## config.mk

```make
export PLATFORM = sky130hd
export DESIGN_NAME = cs_dma
export DESIGN_NICKNAME = d
export VERILOG_FILES = /design/src/rtl/dma_pkg.sv /design/src/rtl/dma_cfg_decode.sv /design/src/rtl/dma_regs.sv /design/src/rtl/dma_seq.sv /design/src/rtl/cs_dma.sv
export SDC_FILE = /design/constraint.sdc
export NUM_CORES = 1
export LEC_CHECK = 0
export BUFFER_PORTS_ARGS = -buffer_cell sky130_fd_sc_hd__buf_2
export CAP_MARGIN = 10
export CELL_PAD_IN_SITES_DETAIL_PLACEMENT = 0
export CELL_PAD_IN_SITES_GLOBAL_PLACEMENT = 1
export CORE_UTILIZATION = 36
export CTS_CLUSTER_SIZE = 8
export DETAILED_ROUTE_END_ITERATION = 10
export GPL_TIMING_DRIVEN = 1
export PLACE_DENSITY_LB_ADDON = 0.1
export RECOVER_POWER = 50
export SYNTH_ARGS = -nofsm -noshare
export SYNTH_HDL_FRONTEND = slang
export SYNTH_HIERARCHICAL = 1
export SYNTH_SLANG_ARGS = --single-unit
```

## constraint.sdc

```tcl
create_clock -name clk -period 5.97 [get_ports clk]
set_input_delay 0.597 -clock clk [delete_from_list [all_inputs] [get_ports clk]]
set_output_delay 0.597 -clock clk [all_outputs]
set_load 0.005 [all_outputs]
```

## src/rtl/dma_pkg.sv

```systemverilog
package dma_pkg;

    typedef enum logic [1:0] {
        SEQ_IDLE = 2'd0,
        SEQ_WAIT = 2'd1,
        SEQ_REQ  = 2'd2,
        SEQ_GAP  = 2'd3
    } seq_state_t;

    typedef enum logic [1:0] {
        SLOT_CTRL = 2'd0,
        SLOT_DEV  = 2'd1,
        SLOT_ADDR = 2'd2,
        SLOT_CNT  = 2'd3
    } cfg_slot_t;

    localparam int CTRL_GO_BIT  = 0;
    localparam int CTRL_DIR_BIT = 1;
    localparam int STAT_BUSY    = 0;
    localparam int STAT_DIR     = 1;
    localparam int STAT_DONE    = 2;

    // Decoded register-window actions for one cycle
    typedef struct packed {
        logic go;
        logic wr_dir;
        logic wr_dev;
        logic wr_addr;
        logic wr_cnt;
        logic rd_stat;
    } cfg_cmd_t;

    function automatic logic [2:0] pack_status(input logic busy, input logic dir, input logic done);
        logic [2:0] s;
        s = '0;
        s[STAT_BUSY] = busy;
        s[STAT_DIR]  = dir;
        s[STAT_DONE] = done;
        return s;
    endfunction

endpackage

```

## src/rtl/dma_cfg_decode.sv

```systemverilog
module dma_cfg_decode
    import dma_pkg::*;
#(
    parameter int DATA_W = 16
) (
    input  logic              cfg_wr,
    input  logic              cfg_rd,
    input  logic [1:0]        cfg_sel,
    input  logic [DATA_W-1:0] cfg_wdata,
    input  logic              busy,
    output cfg_cmd_t          cmd
);

    cfg_slot_t slot;
    logic      wr_ok;

    always_comb begin
        slot  = cfg_slot_t'(cfg_sel);
        wr_ok = cfg_wr && !busy;
        cmd.wr_dir  = wr_ok && (slot == SLOT_CTRL);
        cmd.go      = wr_ok && (slot == SLOT_CTRL) && cfg_wdata[CTRL_GO_BIT];
        cmd.wr_dev  = wr_ok && (slot == SLOT_DEV);
        cmd.wr_addr = wr_ok && (slot == SLOT_ADDR);
        cmd.wr_cnt  = wr_ok && (slot == SLOT_CNT);
        cmd.rd_stat = cfg_rd && (slot == SLOT_CTRL);
    end

endmodule

```

## src/rtl/dma_regs.sv

```systemverilog
module dma_regs
    import dma_pkg::*;
#(
    parameter int DATA_W    = 16,
    parameter int DEV_W     = 4,
    parameter int ADDR_STEP = 1
) (
    input  logic              clk,
    input  logic              rst,
    input  cfg_cmd_t          cmd,
    input  logic [DATA_W-1:0] wdata,
    input  logic              step,
    input  logic              done_set,
    output logic              dir,
    output logic [DEV_W-1:0]  dev,
    output logic [DATA_W-1:0] addr,
    output logic [DATA_W-1:0] cnt,
    output logic              done,
    output logic              cnt_zero
);

    localparam logic [DATA_W-1:0] STEP_V = DATA_W'(ADDR_STEP);
    localparam logic [DATA_W-1:0] ONE_V  = DATA_W'(1);

    always_ff @(posedge clk) begin
        if (rst) begin
            dir  <= 1'b0;
            dev  <= '0;
            addr <= '0;
            cnt  <= '0;
            done <= 1'b0;
        end else begin
            if (cmd.wr_dir) dir <= wdata[CTRL_DIR_BIT];
            if (cmd.wr_dev) dev <= wdata[DEV_W-1:0];
            if (cmd.wr_addr)  addr <= wdata;
            else if (step)    addr <= addr + STEP_V;
            if (cmd.wr_cnt)   cnt <= wdata;
            else if (step)    cnt <= cnt - ONE_V;
            if (done_set)                     done <= 1'b1;
            else if (cmd.rd_stat || cmd.go)   done <= 1'b0;
        end
    end

    assign cnt_zero = (cnt == '0);

    assert_count_dec_R7: assert property (@(posedge clk) disable iff (rst)
        step |=> (cnt == $past(cnt) - ONE_V));
    assert_addr_inc_R7: assert property (@(posedge clk) disable iff (rst)
        step |=> (addr == $past(addr) + STEP_V));
    assert_done_hold_R10: assert property (@(posedge clk) disable iff (rst)
        (done && !cmd.rd_stat && !cmd.go) |=> done);

endmodule

```

## src/rtl/dma_seq.sv

```systemverilog
module dma_seq
    import dma_pkg::*;
(
    input  logic clk,
    input  logic rst,
    input  logic go,
    input  logic cnt_zero,
    input  logic dev_rdy,
    input  logic bus_gnt,
    output logic bus_req,
    output logic xfer,
    output logic done_set,
    output logic busy
);

    seq_state_t state, state_nx;

    always_comb begin
        state_nx = state;
        done_set = 1'b0;
        unique case (state)
            SEQ_IDLE: if (go) begin
                if (cnt_zero) done_set = 1'b1;
                else          state_nx = SEQ_WAIT;
            end
            SEQ_WAIT: if (dev_rdy) state_nx = SEQ_REQ;
            SEQ_REQ:  if (bus_gnt) state_nx = SEQ_GAP;
            SEQ_GAP: begin
                if (cnt_zero) begin
                    done_set = 1'b1;
                    state_nx = SEQ_IDLE;
                end else begin
                    state_nx = SEQ_WAIT;
                end
            end
            default: state_nx = SEQ_IDLE;
        endcase
    end

    always_ff @(posedge clk) begin
        if (rst) state <= SEQ_IDLE;
        else     state <= state_nx;
    end

    assign bus_req = (state == SEQ_REQ);
    assign xfer    = bus_req && bus_gnt;
    assign busy    = (state != SEQ_IDLE);

    assert_hold_req_R4: assert property (@(posedge clk) disable iff (rst)
        (bus_req && !bus_gnt) |=> bus_req);
    assert_release_R5: assert property (@(posedge clk) disable iff (rst)
        xfer |=> !bus_req);
    assert_rdy_first_R3: assert property (@(posedge clk) disable iff (rst)
        $rose(bus_req) |-> $past(dev_rdy));

endmodule

```

## src/rtl/cs_dma.sv

```systemverilog
module cs_dma
    import dma_pkg::*;
#(
    parameter int DATA_W    = 16,
    parameter int DEV_W     = 4,
    parameter int ADDR_STEP = 1
) (
    input  logic              clk,
    input  logic              rst,
    input  logic              cfg_wr,
    input  logic              cfg_rd,
    input  logic [1:0]        cfg_sel,
    input  logic [DATA_W-1:0] cfg_wdata,
    output logic [DATA_W-1:0] cfg_rdata,
    output logic              irq,
    output logic              bus_req,
    input  logic              bus_gnt,
    output logic              mem_en,
    output logic              mem_we,
    output logic [DATA_W-1:0] mem_addr,
    output logic [DATA_W-1:0] mem_wdata,
    input  logic [DATA_W-1:0] mem_rdata,
    output logic [DEV_W-1:0]  dev_id,
    input  logic              dev_rdy,
    output logic              dev_ack,
    output logic [DATA_W-1:0] dev_wdata,
    input  logic [DATA_W-1:0] dev_rdata
);

    cfg_cmd_t          cmd;
    logic              busy, xfer, done_set, cnt_zero, dir, done;
    logic [DEV_W-1:0]  dev;
    logic [DATA_W-1:0] addr, cnt, dev_ext, stat_ext;

    dma_cfg_decode #(.DATA_W(DATA_W)) u_dec (
        .cfg_wr(cfg_wr), .cfg_rd(cfg_rd), .cfg_sel(cfg_sel),
        .cfg_wdata(cfg_wdata), .busy(busy), .cmd(cmd)
    );

    dma_regs #(.DATA_W(DATA_W), .DEV_W(DEV_W), .ADDR_STEP(ADDR_STEP)) u_regs (
        .clk(clk), .rst(rst), .cmd(cmd), .wdata(cfg_wdata), .step(xfer),
        .done_set(done_set), .dir(dir), .dev(dev), .addr(addr), .cnt(cnt),
        .done(done), .cnt_zero(cnt_zero)
    );

    dma_seq u_seq (
        .clk(clk), .rst(rst), .go(cmd.go), .cnt_zero(cnt_zero),
        .dev_rdy(dev_rdy), .bus_gnt(bus_gnt), .bus_req(bus_req),
        .xfer(xfer), .done_set(done_set), .busy(busy)
    );

    generate
        if (DEV_W < DATA_W) begin : g_dev_pad
            assign dev_ext = {{(DATA_W-DEV_W){1'b0}}, dev};
        end else begin : g_dev_full
            assign dev_ext = dev[DATA_W-1:0];
        end
    endgenerate

    assign stat_ext = {{(DATA_W-3){1'b0}}, pack_status(busy, dir, done)};

    always_comb begin
        unique case (cfg_slot_t'(cfg_sel))
            SLOT_CTRL: cfg_rdata = stat_ext;
            SLOT_DEV:  cfg_rdata = dev_ext;
            SLOT_ADDR: cfg_rdata = addr;
            SLOT_CNT:  cfg_rdata = cnt;
            default:   cfg_rdata = '0;
        endcase
    end

    assign irq       = done;
    assign mem_en    = xfer;
    assign mem_we    = xfer && !dir;
    assign mem_addr  = addr;
    assign mem_wdata = dev_rdata;
    assign dev_ack   = xfer;
    assign dev_wdata = mem_rdata;
    assign dev_id    = dev;

    assert_zero_done_R9: assert property (@(posedge clk) disable iff (rst)
        (cmd.go && cnt_zero) |=> (irq && !bus_req));
    assert_locked_dev_R11: assert property (@(posedge clk) disable iff (rst)
        (cfg_wr && busy && cfg_sel == 2'd1) |=> $stable(dev_id));
    assert_locked_cnt_R11: assert property (@(posedge clk) disable iff (rst)
        (cfg_wr && busy && !mem_en && cfg_sel == 2'd3) |=> $stable(cnt));
    assert_xfer_nonzero_R7: assert property (@(posedge clk) disable iff (rst)
        mem_en |-> (cnt != '0));

endmodule

```

* Word-level counts from Yosys, hierarchy flattened
Index checks and enable logic that the tools add are counted.
Storage, ports and cells: register bits 40, latch bits 0, RAM bits 0, bits in read-only memories 0, bits of input ports 56, output and inout port bits 73, word-level logic and storage cells 54, memories 0
Operators by class: $add $sub $neg 2, multipliers 0, div/mod/pow operators 0, order comparisons 0, equality and inequality tests 10, shift operators 0, muxes and demuxes 16, bitwise logic cells 0, reduce and logical (&&, ||, !) cells 20
Operators with widths (count):
- 16-bit two-way mux | 4
- 16-bit case mux with 4 select lines | 1
- 16-bit by 1-bit adder with 16-bit output, second input constant | 1
- 16-bit logical NOT | 1
- 16-bit by 1-bit subtractor with 16-bit output, second input constant | 1
- 1-bit logical AND | 9
- 2-bit equality test, second input constant | 4
- 2-bit two-way mux | 4
- 2-bit case mux with 4 select lines | 1
- 2-bit nonzero test | 4
- 2-bit != test, second input constant | 3
- 1-bit two-way mux | 5
- 2-bit by 1-bit equality test with 1-bit output, second input constant | 2
- 2-bit logical NOT | 2
- 4-bit AND reduction | 1
- 1-bit logical NOT | 2
- 2-bit by 1-bit != test with 1-bit output, second input constant | 1
- 1-bit case mux with 2 select lines | 1
- 1-bit logical OR | 1

* Logic depth before layout (Yosys ltp)
depth after elaboration 8, depth in mapped cells 10, gate-level depth less buffers 9

* Cells and area by module
Netlist, hierarchy kept.
Modules (own cells, without submodules):
- dma_regs | times used 1, cells an instance 235, area an instance 1989.4 sq um
- cs_dma | times used 1, cells an instance 68, area an instance 573.0 sq um
- dma_seq | times used 1, cells an instance 24, area an instance 202.7 sq um
- dma_cfg_decode | times used 1, cells an instance 7, area an instance 62.6 sq um

* Least setup slack after synthesis
No wires, ideal clock.
kind flip-flop to flip-flop, start point register u_seq.state[0], end point register u_seq.state[1], arrival 1.894 ns, required time 5.856 ns, path slack 3.961 ns, stages on the path, launching flop included 10, period minus slack after synthesis 2.009 ns, path through dfxtp_1 inv_1 ha_1 inv_1 nor4b_2 and2_1 nand2b_1 a222oi_1 mux2i_1 nor2_1
RTL lines:
- start: declaration | RTL line dma_seq.sv:16 | seq_state_t state, state_nx;
- start signal: assignment | RTL line dma_seq.sv:42 | else state <= state_nx;

* Final worst setup path
start point register u_seq.state[0], end point register u_regs.addr[15]
Between the ends: longest elaborated chain between the ends 5, elaborated cells on any way between the ends 8, those cells by class eq/ne (1); mux (1); reduce/logical (6)
Ends and longest elaborated chain:
- 2-bit nonzero test | RTL line dma_seq.sv:47 | assign busy = (state != SEQ_IDLE);
- 1-bit logical NOT | RTL line dma_cfg_decode.sv:19 | wr_ok = cfg_wr && !busy;
- 1-bit logical AND | RTL line dma_cfg_decode.sv:19
- 1-bit logical AND | RTL line dma_cfg_decode.sv:23 | cmd.wr_addr = wr_ok && (slot == SLOT_ADDR);
- 16-bit two-way mux / 2-bit nonzero test (equally long branches)
- end signal: assignment | RTL line dma_regs.sv:35 | if (cmd.wr_addr) addr <= wdata;
- end signal: assignment | RTL line dma_regs.sv:36 | else if (step) addr <= addr + STEP_V;
- end: declaration | RTL line dma_regs.sv:16 | output logic [DATA_W-1:0] addr,
Several ways; a longest one is shown, not always the timed one. A chain may end at the register's enable or synchronous reset.

==> flow_summary.yaml <==
status:
  status: "finished clean"
timing:
  relSlewSlack: 0.4698
  layout_setup_ws_ns: 3.490
  tightestPinTransition_ns: 0.7954
  tns_ns: 0
  min_period_ns: 2.480
  finClkSkew_ns: 0.005219
  final_hold_viol_count: 0
  slew_violations: 0
  rsz0062_at_grt: "false"
  setup_viol: 0
  timing.fmax_ghz: 0.4032
  post-route-period-util: 0.4154
cts:
  cts_num_sinks: 40
  htree_num_levels: 2
  hold_buffers: 0
  cts-buffers-inserted: 5
  clkTransAtPathRegs_ns: 0.08
  cts.path.max_buffers: 2
  cts_tree: "done"
  cts_setup_buffers: 0
  cts_resized: 0
  clk_latency_ns: 0.29
  cts-root-buf: "clkbuf_8"
global_routing:
  grt_pass1_vias: 2128
  grt_max_degree: 41
  antenna_found_initial: 0
  grt-ovfl-total: 0
  grt_pass1_wl_um: 11840
  grt_usage: 0.1817
routing:
  drt_iter0_drc: 114
  dr_total_vias: 2314
  remaining_drc_errors: 0
  wl_um: 7377
  dr.pass1.iters: 4
  postRouteAntennaNets: 0
  viasPerCell: 5.097
  wl_per_cell_um: 16.25
place:
  dp_hpwl_um: 5326
  dpl_worst_slack_ns: 3.483
  gp_congestion: 0.7379
  place.port_buffers: 64
setup_path:
  slowest_delay_ns: 0.58
  reg2regPathDepth: 7
  r2r-start: "u_seq/state[0]$_SDFFE_PP0P_"
  path_cells: "inv_1, ha_1, and2_1, nand4_1, nor4_1, xnor2_1, a211oi_1"
  cp-start-kind: "register"
  critPathKind: "reg2reg"
  worst_setup_path_end_kind: "register"
  r2r-end: "u_regs/addr[15]$_SDFFE_PP0P_"
  path_max_fanout: 18
  required_ns: 6.18
  cp_slowest_cell: "and2_1"
  crit_arrival_ns: 2.69
  cp_top_family: "simple AND/OR/NAND/NOR gates"
  r2r_slack_ns: 3.49
  worst-path-buf-inv: 1
synth:
  yosysTopAreaCellShare: 0.2832
  avgSynthCellArea_um2: 8.466
  synth_area_um2: 2828
  yosys-top-cells-area: "dfxtp_1 (28%), buf_4 (9.0%), mux2i_1 (8.1%)"
  syn_inst: 334
  synth_seq_cells: 40
  synth_nets: 397
  yosysSeqAreaShare: 0.2832
  yosysWarnings: 6
  yosys.area.top_type: "dfxtp_1"
  synth_cell_types: 43
floorplan:
  die_y_um: 90.63
  start_util: 0.3817
  placementRows: 31
  die-area_um2: 8213
  ios: 129
  coreArea_um2: 7408
  die_x_um: 90.63
pwr:
  power.total_uw: 731.6
  switchingPower_uw: 241.6
  p_seq_frac: 0.453
  clock_power_share: 0.276
  netSwitchingFraction: 0.3302
  p_leak_uw: 0.001301
  power.internal_uw: 490.0
  ir_drop_v: 0.00008680
  p_comb_frac: 0.272
  p_per_area_nw_per_um2: 242.1
cells_and_area:
  insertedDiodeCount: 0
  regArea_um2: 800.8
  layout_common_cells: "buf_2 (60), dfxtp_1 (40), a21oi_1 (29), mux2i_1 (23), nor2_1 (22)"
  nets: 418
  synthToLayoutAreaGrowth_pct: 6.858
  multiInputGateArea_um2: 1614
  num-fill-cells: 789
  layout-drive-gt1-share: 0.2225
  final_common_cell: "buf_2"
flow_run:
  drv_cap: 0
hold_path:
  min_from: "u_regs/dev[2]$_SDFFE_PP0P_"
  min_delay_path_depth: 2
  min_to: "u_regs/dev[2]$_SDFFE_PP0P_"
  min_path_type: "reg2reg"
## cells by family (layout without fill, tap and decap cells)
logic type	count (synthesis)	after routing	synth area share
compound gates	61	61	0.1420
flops	40	40	0.2832
fa+ha+maj	7	7	0.03097
buf+inv	69	90	0.1434
mux	26	26	0.1053
simple gates	107	107	0.2208
xor+xnor	24	24	0.07434
## worst max-delay path by stage
stage                                   end  slack, ns                        start  depth (start not counted)
2_1_floorplan   u_seq/state[1]$_SDFFE_PP0P_       3.96  u_seq/state[0]$_SDFFE_PP0P_                          9
3_3_place_gp   u_regs/addr[15]$_SDFFE_PP0P_       3.50  u_seq/state[0]$_SDFFE_PP0P_                          7
3_5_place_dp   u_regs/addr[15]$_SDFFE_PP0P_       3.48                      bus_gnt                          6
4_1_cts        u_regs/addr[15]$_SDFFE_PP0P_       3.44  u_seq/state[0]$_SDFFE_PP0P_                          7
5_1_grt        u_regs/addr[15]$_SDFFE_PP0P_       3.24  u_seq/state[0]$_SDFFE_PP0P_                          7
6_report       u_regs/addr[15]$_SDFFE_PP0P_       3.49  u_seq/state[0]$_SDFFE_PP0P_                          7
## power by group through the flow
stage,registers (uW),clock network (uW),logic [uW]
2_1_floorplan,327,0,165
3_3_place_gp,338,0,202
3_5_place_dp,338,0,202
4_1_cts,331,207,203
5_1_grt,337,218,222
6_report,331,202,199
## synthesized netlist by cell type
library cell,n
dfxtp_1,40
buf_4,34
a21oi_1,29
mux2i_1,23
nor2_1,22
xnor2_1,20
inv_1,19
nand2_1,19
nor2b_1,14
a21o_1,11
nand4_1,11
clkbuf_1,10
o21a_1,9
ha_1,7
nor3_1,7
nor4_1,7
nor3b_1,5
o31a_1,5
a211oi_1,4
xor2_1,4
and2_1,3
buf_2,3
mux4_2,3
nand3_1,3
and3b_2,2
buf_6,2
nand4b_1,2
a2111oi_2,1
a222oi_1,1
and3_1,1
and3_2,1
buf_1,1
nand2_2,1
nand2b_1,1
nand2b_2,1
nor3_4,1
nor3b_2,1
nor4_4,1
nor4b_1,1
nor4b_2,1
nor4bb_1,1
o31ai_1,1
or3_2,1
## cell type report
| cell class | instances | area share |
|---|---|---|
| timing repair buffer | 64 | 0.1043 |
| sequential | 40 | 0.2650 |
| inverter | 19 | 0.02360 |
| tap | 99 | 0.04099 |
| multi-input combinational | 225 | 0.5342 |
| clock buffer | 7 | 0.03188 |
## per-layer routing
layer / track usage / wire (um) / up-vias
li1: - / - / 1171
met1: 0.2709 / 3805 / 1093
met2: 0.2664 / 3188 / 40
met3: 0.03704 / 322 / 10
met4: 0.03763 / 61 / 0
met5: 0 / 0 / -
## state kept, by name (all words and copies together), names as in the netlist
register and flops:
u_regs/addr 16, u_regs/cnt 16, u_regs/dev 4, u_seq/state 2
u_regs/dir 1, u_regs/done 1
## worst reg2reg max path, stage by stage (launching register included)
cell      delay (ns)
dfxtp_1         0.34
inv_1           0.14
ha_1            0.20
and2_1          0.58
nand4_1         0.41
nor4_1          0.40
xnor2_1         0.10
a211oi_1        0.23
## stage by stage
| step | hold WS [ns] | instances | cell area [um^2] | util |
|---|---|---|---|---|
| 6_report | 0.5202 | 454 | 3022 | 0.4079 |
| 5_1_grt | 0.5642 | 454 | 3022 | 0.4079 |
| 4_1_cts | 0.5241 | 454 | 3034 | 0.4096 |
| 3_5_place_dp | 0.5024 | 447 | 2938 | 0.3966 |
| 3_3_place_gp | 0.4922 | 447 | 2938 | 0.3966 |
| 2_1_floorplan | 0.4788 | 334 | 2828 | - |
(Power assumes the default switching activity.)
